==> config.mk <==
export PLATFORM = sky130hd
export DESIGN_NAME = snoop_pair_top
export DESIGN_NICKNAME = d
export VERILOG_FILES = /design/src/rtl/coh_pkg.sv /design/src/rtl/coh_arbiter.sv /design/src/rtl/coh_memory.sv /design/src/rtl/coh_cache.sv /design/src/rtl/snoop_pair_top.sv
export SDC_FILE = /design/constraint.sdc
export NUM_CORES = 1
export LEC_CHECK = 0
export ABC_CLOCK_PERIOD_IN_PS = 10400
export BUFFER_PORTS_ARGS = -buffer_cell sky130_fd_sc_hd__clkbuf_2
export CAP_MARGIN = 20
export CORE_AREA = 2 2 311 252
export CTS_CLUSTER_SIZE = 12
export DETAILED_ROUTE_END_ITERATION = 12
export DIE_AREA = 0 0 313 254
export PLACE_DENSITY = 0.61
export SYNTH_ARGS = -nofsm -noshare
export SYNTH_HDL_FRONTEND = slang
export SYNTH_SLANG_ARGS = --single-unit
==> constraint.sdc <==
create_clock -name clk_i -period 10.4 [get_ports clk_i]
set_input_delay 0.52 -clock clk_i [delete_from_list [all_inputs] [get_ports clk_i]]
set_output_delay 0.52 -clock clk_i [all_outputs]
set_load 0.005 [all_outputs]
==> src/rtl/coh_pkg.sv <==
package coh_pkg;
  localparam int NUM_PORTS = 2;

  typedef enum logic [1:0] {
    LS_INV = 2'd0,
    LS_SHR = 2'd1,
    LS_MOD = 2'd2
  } line_st_e;

  typedef enum logic [1:0] {
    BC_RD  = 2'd0,
    BC_INV = 2'd1,
    BC_WB  = 2'd2
  } bus_cmd_e;
endpackage

==> src/rtl/coh_arbiter.sv <==
module coh_arbiter import coh_pkg::*; (
  input  logic                 clk_i,
  input  logic                 rst_ni,
  input  logic [NUM_PORTS-1:0] req_i,
  output logic [NUM_PORTS-1:0] gnt_o
);
  logic last_q;

  always_comb begin
    if (req_i == 2'b11) gnt_o = last_q ? 2'b01 : 2'b10;
    else                gnt_o = req_i;
  end

  always_ff @(posedge clk_i or negedge rst_ni) begin
    if (!rst_ni)    last_q <= 1'b1;
    else if (|gnt_o) last_q <= gnt_o[1];
  end

  a_r8_grant_onehot: assert property (@(posedge clk_i) disable iff (!rst_ni)
    $onehot0(gnt_o));
  a_r8_grant_to_requester: assert property (@(posedge clk_i) disable iff (!rst_ni)
    (gnt_o & ~req_i) == '0);
endmodule

==> src/rtl/coh_memory.sv <==
module coh_memory #(
  parameter int AW = 6,
  parameter int DW = 8
) (
  input  logic          clk_i,
  input  logic          rst_ni,
  input  logic          we_i,
  input  logic [AW-1:0] addr_i,
  input  logic [DW-1:0] wdata_i,
  output logic [DW-1:0] rdata_o
);
  localparam int DEPTH = 1 << AW;

  logic [DW-1:0] mem_q [DEPTH];

  assign rdata_o = mem_q[addr_i];

  always_ff @(posedge clk_i or negedge rst_ni) begin
    if (!rst_ni) begin
      for (int i = 0; i < DEPTH; i++) mem_q[i] <= '0;
    end else if (we_i) begin
      mem_q[addr_i] <= wdata_i;
    end
  end
endmodule

==> src/rtl/coh_cache.sv <==
module coh_cache import coh_pkg::*; #(
  parameter int AW    = 6,
  parameter int DW    = 8,
  parameter int LINES = 4
) (
  input  logic          clk_i,
  input  logic          rst_ni,
  input  logic          req_i,
  input  logic          we_i,
  input  logic [AW-1:0] addr_i,
  input  logic [DW-1:0] wdata_i,
  output logic          ready_o,
  output logic [DW-1:0] rdata_o,
  output logic          bus_req_o,
  output bus_cmd_e      bus_cmd_o,
  output logic [AW-1:0] bus_addr_o,
  output logic [DW-1:0] bus_wdata_o,
  input  logic          bus_gnt_i,
  input  logic          bus_valid_i,
  input  bus_cmd_e      bus_cmd_i,
  input  logic [AW-1:0] bus_addr_i,
  input  logic [DW-1:0] bus_rdata_i,
  output logic          snoop_supply_o,
  output logic [DW-1:0] snoop_data_o
);
  localparam int IW = $clog2(LINES);
  localparam int TW = AW - IW;

  typedef enum logic {FS_IDLE, FS_BUSY} fsm_e;

  fsm_e          fsm_q;
  logic          rq_we_q;
  logic [AW-1:0] rq_addr_q;
  logic [DW-1:0] rq_wdata_q;
  logic          ready_q;
  logic [DW-1:0] rdata_q;

  line_st_e      st_q   [LINES];
  logic [TW-1:0] tag_q  [LINES];
  logic [DW-1:0] data_q [LINES];

  logic [IW-1:0] lidx, sidx;
  logic [TW-1:0] ltag, stag;
  logic busy, hit, hit_mod, dirty_victim;
  logic remote, snp_hit, snp_rd_mod, snp_inv, conflict;
  logic loc_rd_done, loc_wr_done, bus_done;

  assign lidx = rq_addr_q[IW-1:0];
  assign ltag = rq_addr_q[AW-1:IW];
  assign sidx = bus_addr_i[IW-1:0];
  assign stag = bus_addr_i[AW-1:IW];
  assign busy = (fsm_q == FS_BUSY);

  assign hit          = (st_q[lidx] != LS_INV) && (tag_q[lidx] == ltag);
  assign hit_mod      = hit && (st_q[lidx] == LS_MOD);
  assign dirty_victim = (st_q[lidx] == LS_MOD) && (tag_q[lidx] != ltag);

  // snoop side: only transactions of the other agent
  assign remote     = bus_valid_i && !bus_gnt_i;
  assign snp_hit    = remote && (st_q[sidx] != LS_INV) && (tag_q[sidx] == stag);
  assign snp_rd_mod = snp_hit && (bus_cmd_i == BC_RD) && (st_q[sidx] == LS_MOD);
  assign snp_inv    = snp_hit && (bus_cmd_i == BC_INV);
  assign conflict   = snp_hit && (sidx == lidx);

  assign snoop_supply_o = snp_rd_mod;
  assign snoop_data_o   = data_q[sidx];

  // local completion; a write yields to a snoop on the same line
  assign loc_rd_done = busy && !rq_we_q && hit;
  assign loc_wr_done = busy && rq_we_q && hit_mod && !conflict;

  assign bus_req_o   = busy && !(!rq_we_q && hit) && !(rq_we_q && hit_mod);
  assign bus_cmd_o   = dirty_victim ? BC_WB : (rq_we_q ? BC_INV : BC_RD);
  assign bus_addr_o  = dirty_victim ? {tag_q[lidx], lidx} : rq_addr_q;
  assign bus_wdata_o = dirty_victim ? data_q[lidx] : rq_wdata_q;
  assign bus_done    = bus_gnt_i && (bus_cmd_o != BC_WB);

  assign ready_o = ready_q;
  assign rdata_o = rdata_q;

  always_ff @(posedge clk_i or negedge rst_ni) begin
    if (!rst_ni) begin
      fsm_q      <= FS_IDLE;
      rq_we_q    <= 1'b0;
      rq_addr_q  <= '0;
      rq_wdata_q <= '0;
      ready_q    <= 1'b0;
      rdata_q    <= '0;
    end else begin
      ready_q <= loc_rd_done || loc_wr_done || bus_done;
      if (loc_rd_done)                  rdata_q <= data_q[lidx];
      else if (bus_done && !rq_we_q)    rdata_q <= bus_rdata_i;
      else if (loc_wr_done || bus_done) rdata_q <= rq_wdata_q;
      case (fsm_q)
        FS_IDLE: if (req_i) begin
          fsm_q      <= FS_BUSY;
          rq_we_q    <= we_i;
          rq_addr_q  <= addr_i;
          rq_wdata_q <= wdata_i;
        end
        default: if (loc_rd_done || loc_wr_done || bus_done) fsm_q <= FS_IDLE;
      endcase
    end
  end

  always_ff @(posedge clk_i or negedge rst_ni) begin
    if (!rst_ni) begin
      for (int i = 0; i < LINES; i++) begin
        st_q[i]   <= LS_INV;
        tag_q[i]  <= '0;
        data_q[i] <= '0;
      end
    end else begin
      if (snp_inv)    st_q[sidx] <= LS_INV;
      if (snp_rd_mod) st_q[sidx] <= LS_SHR;
      if (loc_wr_done) data_q[lidx] <= rq_wdata_q;
      if (bus_gnt_i) begin
        case (bus_cmd_o)
          BC_WB: st_q[lidx] <= LS_INV;
          BC_RD: begin
            st_q[lidx]   <= LS_SHR;
            tag_q[lidx]  <= ltag;
            data_q[lidx] <= bus_rdata_i;
          end
          default: begin
            st_q[lidx]   <= LS_MOD;
            tag_q[lidx]  <= ltag;
            data_q[lidx] <= rq_wdata_q;
          end
        endcase
      end
    end
  end

  a_r2_ready_pulse: assert property (@(posedge clk_i) disable iff (!rst_ni)
    ready_q |=> !ready_q);
  a_r3_invalidate_drops_line: assert property (@(posedge clk_i) disable iff (!rst_ni)
    snp_inv |=> st_q[$past(sidx)] == LS_INV);
  a_r4_owner_downgrades: assert property (@(posedge clk_i) disable iff (!rst_ni)
    snp_rd_mod |=> st_q[$past(sidx)] == LS_SHR);
  a_r9_supplied_word_kept: assert property (@(posedge clk_i) disable iff (!rst_ni)
    snp_rd_mod |=> data_q[$past(sidx)] == $past(snoop_data_o));
  a_r2_no_bus_on_hit: assert property (@(posedge clk_i) disable iff (!rst_ni)
    loc_rd_done |-> !bus_req_o);
endmodule

==> src/rtl/snoop_pair_top.sv <==
module snoop_pair_top import coh_pkg::*; #(
  parameter int AW    = 6,
  parameter int DW    = 8,
  parameter int LINES = 4
) (
  input  logic                          clk_i,
  input  logic                          rst_ni,
  input  logic [NUM_PORTS-1:0]          cpu_req_i,
  input  logic [NUM_PORTS-1:0]          cpu_we_i,
  input  logic [NUM_PORTS-1:0][AW-1:0]  cpu_addr_i,
  input  logic [NUM_PORTS-1:0][DW-1:0]  cpu_wdata_i,
  output logic [NUM_PORTS-1:0]          cpu_ready_o,
  output logic [NUM_PORTS-1:0][DW-1:0]  cpu_rdata_o
);
  logic [NUM_PORTS-1:0]         bus_req, bus_gnt, supply;
  bus_cmd_e                     req_cmd   [NUM_PORTS];
  logic [NUM_PORTS-1:0][AW-1:0] req_addr;
  logic [NUM_PORTS-1:0][DW-1:0] req_wdata, supply_data;

  logic          bus_valid, sel, supply_any;
  bus_cmd_e      bus_cmd;
  logic [AW-1:0] bus_addr;
  logic [DW-1:0] bus_wdata, bus_rdata, mem_rdata, mem_wdata, sup_word;
  logic          mem_we;

  coh_arbiter i_arb (
    .clk_i  (clk_i),
    .rst_ni (rst_ni),
    .req_i  (bus_req),
    .gnt_o  (bus_gnt)
  );

  assign bus_valid  = |bus_gnt;
  assign sel        = bus_gnt[1];
  assign bus_cmd    = req_cmd[sel];
  assign bus_addr   = req_addr[sel];
  assign bus_wdata  = req_wdata[sel];
  assign supply_any = |supply;
  assign sup_word   = supply[1] ? supply_data[1] : supply_data[0];
  // owner data cancels the memory answer
  assign bus_rdata  = supply_any ? sup_word : mem_rdata;
  assign mem_we     = (bus_valid && bus_cmd == BC_WB) || supply_any;
  assign mem_wdata  = supply_any ? sup_word : bus_wdata;

  for (genvar g = 0; g < NUM_PORTS; g++) begin : g_cache
    coh_cache #(.AW(AW), .DW(DW), .LINES(LINES)) i_cache (
      .clk_i          (clk_i),
      .rst_ni         (rst_ni),
      .req_i          (cpu_req_i[g]),
      .we_i           (cpu_we_i[g]),
      .addr_i         (cpu_addr_i[g]),
      .wdata_i        (cpu_wdata_i[g]),
      .ready_o        (cpu_ready_o[g]),
      .rdata_o        (cpu_rdata_o[g]),
      .bus_req_o      (bus_req[g]),
      .bus_cmd_o      (req_cmd[g]),
      .bus_addr_o     (req_addr[g]),
      .bus_wdata_o    (req_wdata[g]),
      .bus_gnt_i      (bus_gnt[g]),
      .bus_valid_i    (bus_valid),
      .bus_cmd_i      (bus_cmd),
      .bus_addr_i     (bus_addr),
      .bus_rdata_i    (bus_rdata),
      .snoop_supply_o (supply[g]),
      .snoop_data_o   (supply_data[g])
    );
  end

  coh_memory #(.AW(AW), .DW(DW)) i_mem (
    .clk_i   (clk_i),
    .rst_ni  (rst_ni),
    .we_i    (mem_we),
    .addr_i  (bus_addr),
    .wdata_i (mem_wdata),
    .rdata_o (mem_rdata)
  );

  a_r4_single_supplier: assert property (@(posedge clk_i) disable iff (!rst_ni)
    $countones(supply) <= 1);
  a_r4_supply_only_on_read: assert property (@(posedge clk_i) disable iff (!rst_ni)
    supply_any |-> (bus_valid && bus_cmd == BC_RD));
  a_r4_supplier_not_master: assert property (@(posedge clk_i) disable iff (!rst_ni)
    (supply & bus_gnt) == '0);
endmodule

### Word level (Yosys, flattened, before mapping)

Cells that the tools add are included.

| word-level totals | value |
|---|---|
| bits of input ports | 34 |
| logic and storage cells | 352 |
| flip-flop bits (word level) | 675 |

| cells by class | value |
|---|---|
| magnitude comparators | 10 |
| equality and inequality tests | 19 |
| multiplexer cells | 110 |
| bitwise gates (word level) | 33 |
| reductions and logical operators | 79 |

Operator list:

| kind | number |
|---|---|
| 512-bit bitwise mux | 1 |
| 8-bit two-way mux | 32 |
| 32-bit bitwise mux | 6 |
| 32-bit two-way mux | 4 |
| 32-bit case mux with 2 select lines | 2 |
| 8-bit binary-select mux with 2-bit select | 4 |
| 8-bit binary-select mux with 6-bit select | 1 |
| 8-bit demux with 6-bit select | 1 |
| 1-bit logical AND | 47 |
| 4-bit two-way mux | 10 |
| 2-bit two-way mux | 18 |
| 8-bit bitwise AND | 4 |
| 4-bit binary-select mux with 2-bit select | 4 |
| 16-bit bitwise mux | 2 |
| 8-bit demux with 2-bit select | 2 |
| 8-bit case mux with 2 select lines | 2 |
| 4-bit bitwise AND | 6 |
| 6-bit two-way mux | 4 |
| 8-bit NOT | 3 |
| 4-bit bitwise OR | 6 |
| 4-bit NOT | 5 |
| 2-bit binary-select mux with 2-bit select | 4 |
| 4-bit demux with 2-bit select | 2 |
| 2-bit equality test (second input constant) | 8 |
| 24 further kinds | 73 |

### Depth between registers and ports, before layout

| logic depth | value |
|---|---|
| depth in word-level cells | 28 |
| depth in mapped cells | 19 |
| mapped depth without buffers | 13 |

### Modules after synthesis

A second synthesis with hierarchy kept.

| unflattened totals | value |
|---|---|
| cell total of the unflattened synthesis | 2,955 |
| area, all modules | 34,944.8 µm² |

By module, submodules not included:

| module | cells each | instances | area an instance (µm²) |
|---|---|---|---|
| coh_memory | 1,721 | 1 | 23,473.8 |
| coh_cache at g_cache[1].i_cache | 603 | 1 | 5,403.9 |
| coh_cache at g_cache[0].i_cache | 548 | 1 | 5,336.4 |
| snoop_pair_top | 77 | 1 | 676.9 |
| coh_arbiter | 6 | 1 | 53.8 |

### Worst setup path after synthesis

OpenSTA, ideal clock, no wires.

| timing | value |
|---|---|
| kind | register -> register |
| start | register g_cache[0].i_cache.rq_addr_q[0] |
| end | register with a tool-made name |
| arrival | 4.187 ns |
| path slack | 6.109 ns |
| cell stages (with the launch flop) | 16 |
| clock period less this slack | 4.291 ns |
| required time | 10.296 ns |
| cell sequence | dfrtp_1 > buf_6 > mux4_2 > xnor2_2 > a41oi_2 > mux2i_1 > a21o_1 > buf_4 > buf_4 > o221ai_1 > a31oi_1 > nor3_1 > or4_1 > o41ai_2 > nand2_2 > a221oi_1 |

RTL lines:

| what | RTL line | text |
|---|---|---|
| start, declared | coh_cache.sv:33 | `logic [AW-1:0] rq_addr_q;` |
| start signal, assigned | coh_cache.sv:98 | `rq_addr_q <= addr_i;` |

==> results summary <==
For this configuration, the core starts out at a cell density of 0.446. The detailed placer's ending HPWL came out at 69.6 mm. For this run, the register share of the synthesized area comes to 0.496. In this run, CTS created clock tree buffers numbering 69. The DRC marker count from the first detailed-route iteration came out at 2580. The maximum number of pins on one net before global-route repair came out at 174.

Setup repair after global routing left no endpoint under its margin. The tool flagged a number of max-cap violations equal to 0. In this run the worst setup path begins at g_cache[0].i_cache.rq_addr_q[0]. The fraction of registers with async set/reset is 1.00.

The summed negative setup slack over all endpoints came out at 0 ps. The hold path startpoint is cpu_addr_i[7]. The gate count of the mapped netlist is 2898. The final-report hold violation count is 0. STA puts the critical path data required time at 10970 ps.

Of the available clock period, the critical path in the final layout requires 0.718. The mean routed wirelength per cell came out at 28.4 um. The number of buffers inserted by port buffering came out at 51. The setup slack after placement is 3260 ps. The average cell area after synthesis is 11.8 sq um. The setup-violating endpoint count in the final report is 0. In this run the clock root is driven by a clkbuf_16.

The total I/O pin count came out at 52. Before antenna repair, the detailed router went through 6 iterations. The top fanout value on the critical path is 42. The global-route total usage across every layer came out at 0.279.

The transition time of the tightest slew-check pin came out at 1260 ps. Of the cells placed in the final design, the portion with a size suffix greater than 1 is 0.336. The CTS sink count came out at 675. Routability-driven placement finished with a final weighted congestion of 0.931. Counting flops with a built-in enable in the synthesized netlist gives 0.

The number of synthesis warnings came out at 0. The number of gates resized after cts is 0. The remaining global-route overflow came out at 0.

The signal on the critical path passes through buf_4 -> mux4_2 -> nand2b_1 -> a41oi_2 -> buf_4 -> mux2i_1 -> a21o_2 -> buf_4 -> o221ai_1 -> a31oi_1 -> o2111ai_1 -> nor4b_1 -> a21oi_2 -> a22oi_1 -> o22a_1. The area of the mapped netlist came out at 0.0341 sq mm. Once detail routing completed, the nets flagged for antenna violations numbered 0. The category of the worst setup path launch point is a register. The core region is 0.0764 sq mm. The largest individual stage delay along the critical path comes from the cell nor4b_1. The number of synthesized register bits came out at 675.

The clock tree from TritonCTS is built. For this run, the share of the core covered by cells in the final layout is 0.489. The critical path is of the register to register type.

The overall die width came out at 313 um. The max-slew headroom at the worst pin is 0.155. The count of distinct cell types in the synthesized netlist is 92. The residual DRC count came out at 0.

Across all setup checks in the final design, the least slack found is 2930 ps. The repair_antennas step left the layout with diodes totalling 0. The via count of the first global-routing pass is 25825.

The worst hold slack across all endpoints is 103 ps. The number of pins exceeding their max-slew limit in the final report came out at 0. The depth of the CTS H-tree came out at 3. The per-cell via count in the routed design is 6.60. In the synthesized netlist the dominant register cell turns out to be dfrtp_1. Counting both buffers and inverters, the worst setup path holds a total of 3. The flow ran to the end, and the final reports show no timing, DRC or antenna violations.

Data on the critical path arrives at its endpoint at 8030 ps. The first global-routing pass estimated 168 mm of wire. The routed wire length came out at 111 mm. On the final layout, the worst clock skew is 29.2 ps. The largest incremental delay on the critical path came out at 960 ps. The standard-cell row count came out at 91. The worst hold path class is primary input to register. In this design, the critical path's most frequently occurring cell is buf_4. The number of antenna violations at the first check in global routing is 4. The area of the die is 0.0795 sq mm. STA classifies the critical path endpoint as a register. The clock insertion delay at the later pin of the skew report is 630 ps. The number of nets in the final layout is 2901. The final critical-path required period came out at 7470 ps. The start of the worst register-to-register path is g_cache[0].i_cache.rq_addr_q[0].

Clock-pin slew was measured on the worst setup and hold paths at 70 ps. The kind of cell with the highest combined delay along the critical path is compound AO/OA/AOI/OAI gates. Derived from the worst setup path, the maximum achievable clock frequency is 0.134 GHz. From bottom edge to top edge, the die measures 254 um. The deepest clock path buffer count came out at 3. Summing over every cut layer, the via total after detailed routing is 25912. The layout overhead on the synthesized area is 9.77%. The post-synthesis net count came out at 2932.
## tightest hold or removal path, stage by stage
cell and delay [ps]:
clkbuf_2 70, nand2_1 40, o21ai_0 60
## stage by stage
step | area [sq um] | cells
after floorplan | 34100 | 2898
final | 37400 | 3924
after global placement | 35200 | 3813
after CTS | 37300 | 3921
after global routing | 37400 | 3924
after detailed placement | 35300 | 3815
## kinds of logic after synthesis
kind of cell | share of synthesized area
XOR/XNOR | 0.00525
multiplexers | 0.242
AND/OR/NAND/NOR | 0.0959
flip-flops | 0.496
buffers and inverters | 0.0304
AO/OA/AOI/OAI | 0.130
## flip-flops by register name (all words and copies together), names as in the netlist, named ones only
| name | flops |
|---|---|
| g_cache.i_cache.tag_q | 32 |
| i_arb.last_q | 1 |
| g_cache.i_cache.rq_addr_q | 12 |
| g_cache.i_cache.st_q | 16 |
| g_cache.i_cache.rq_wdata_q | 16 |
| i_mem.mem_q | 512 |
| g_cache.i_cache.rq_we_q | 2 |
| g_cache.i_cache.rdata_o | 16 |
| g_cache.i_cache.busy | 2 |
| g_cache.i_cache.ready_o | 2 |
## final cells by class
type	instances	area, sq um
inverter	10	37.5
clock inverter	8	87.6
fill	6745	39000
timing repair buffer	113	811
sequential	675	16900
tap	1023	1280
clock buffer	97	2000
multi-input combinational	1998	16300
## cells in the final DEF (no fill, tap or decap), types with 7 or more instances in the layout
cell	count
and2_1	8
mux4_2	56
o21ai_1	7
clkbuf_2	50
o211ai_1	14
nor2b_1	15
nor2_1	127
nor2_4	16
mux2_2	581
inv_1	8
a21oi_1	101
o21ai_0	51
buf_4	53
a31oi_1	81
clkbuf_1	15
clkbuf_8	10
dfrtp_1	670
nand2b_1	10
o221ai_1	113
or3_1	12
a21o_1	15
or2_2	7
nand3_1	12
nor2_2	50
and3_1	23
a21oi_4	7
nor3_1	45
xnor2_1	10
o22a_1	10
o22ai_1	47
mux2i_1	42
o31ai_1	9
clkbuf_16	72
a221oi_1	33
nand4_1	15
a211oi_1	62
nand2_1	299
## worst paths after layout
path,endpoint,slack [ps],depth (start not counted)
setup / recovery,register,2930,15
hold / removal,g_cache[1].i_cache.rq_addr_q[1],100,3
setup reg to reg,register,2930,15
hold reg to reg,i_mem.mem_q[165],510,1
max in group asynchronous,g_cache[1].i_cache.rq_addr_q[3],7380,4
min in group asynchronous,i_mem.mem_q[157],540,2
## per-layer routing
metal  track usage  wire [um]
met1         0.404      48600
met2         0.412      48900
met3        0.0633      10700
met4        0.0917       3210
met5             0         28
## synthesized netlist by cell type, types with 12 or more instances
cell / count / share of area
buf_1: 18 / 0.0020
o221ai_1: 113 / 0.029
o22ai_1: 47 / 0.0086
nand4_1: 15 / 0.0028
o21ai_0: 51 / 0.0075
nor2b_1: 17 / 0.0031
a21o_1: 16 / 0.0035
nor2_4: 16 / 0.0053
a21oi_1: 105 / 0.015
mux2_2: 580 / 0.19
nand2_1: 299 / 0.033
mux2i_1: 43 / 0.013
dfrtp_1: 674 / 0.50
clkbuf_1: 113 / 0.012
buf_2: 62 / 0.0091
nor2_2: 49 / 0.0090
mux4_2: 56 / 0.037
or3_1: 12 / 0.0022
a31oi_1: 81 / 0.015
and3_1: 23 / 0.0042
a221oi_1: 33 / 0.0085
nand3_1: 12 / 0.0018
o211ai_1: 14 / 0.0031
a211oi_1: 62 / 0.014
buf_4: 14 / 0.0031
nor2_1: 128 / 0.014
nor3_1: 45 / 0.0066
## timing repair
action	CTS	global route
setup buffers	0	0
hold buffers	1	0
hold endpoints to repair	33	0
Power is left out: the tool's default activity adds up to more than one toggle a clock period on the data nets, which glitch-free logic cannot reach.
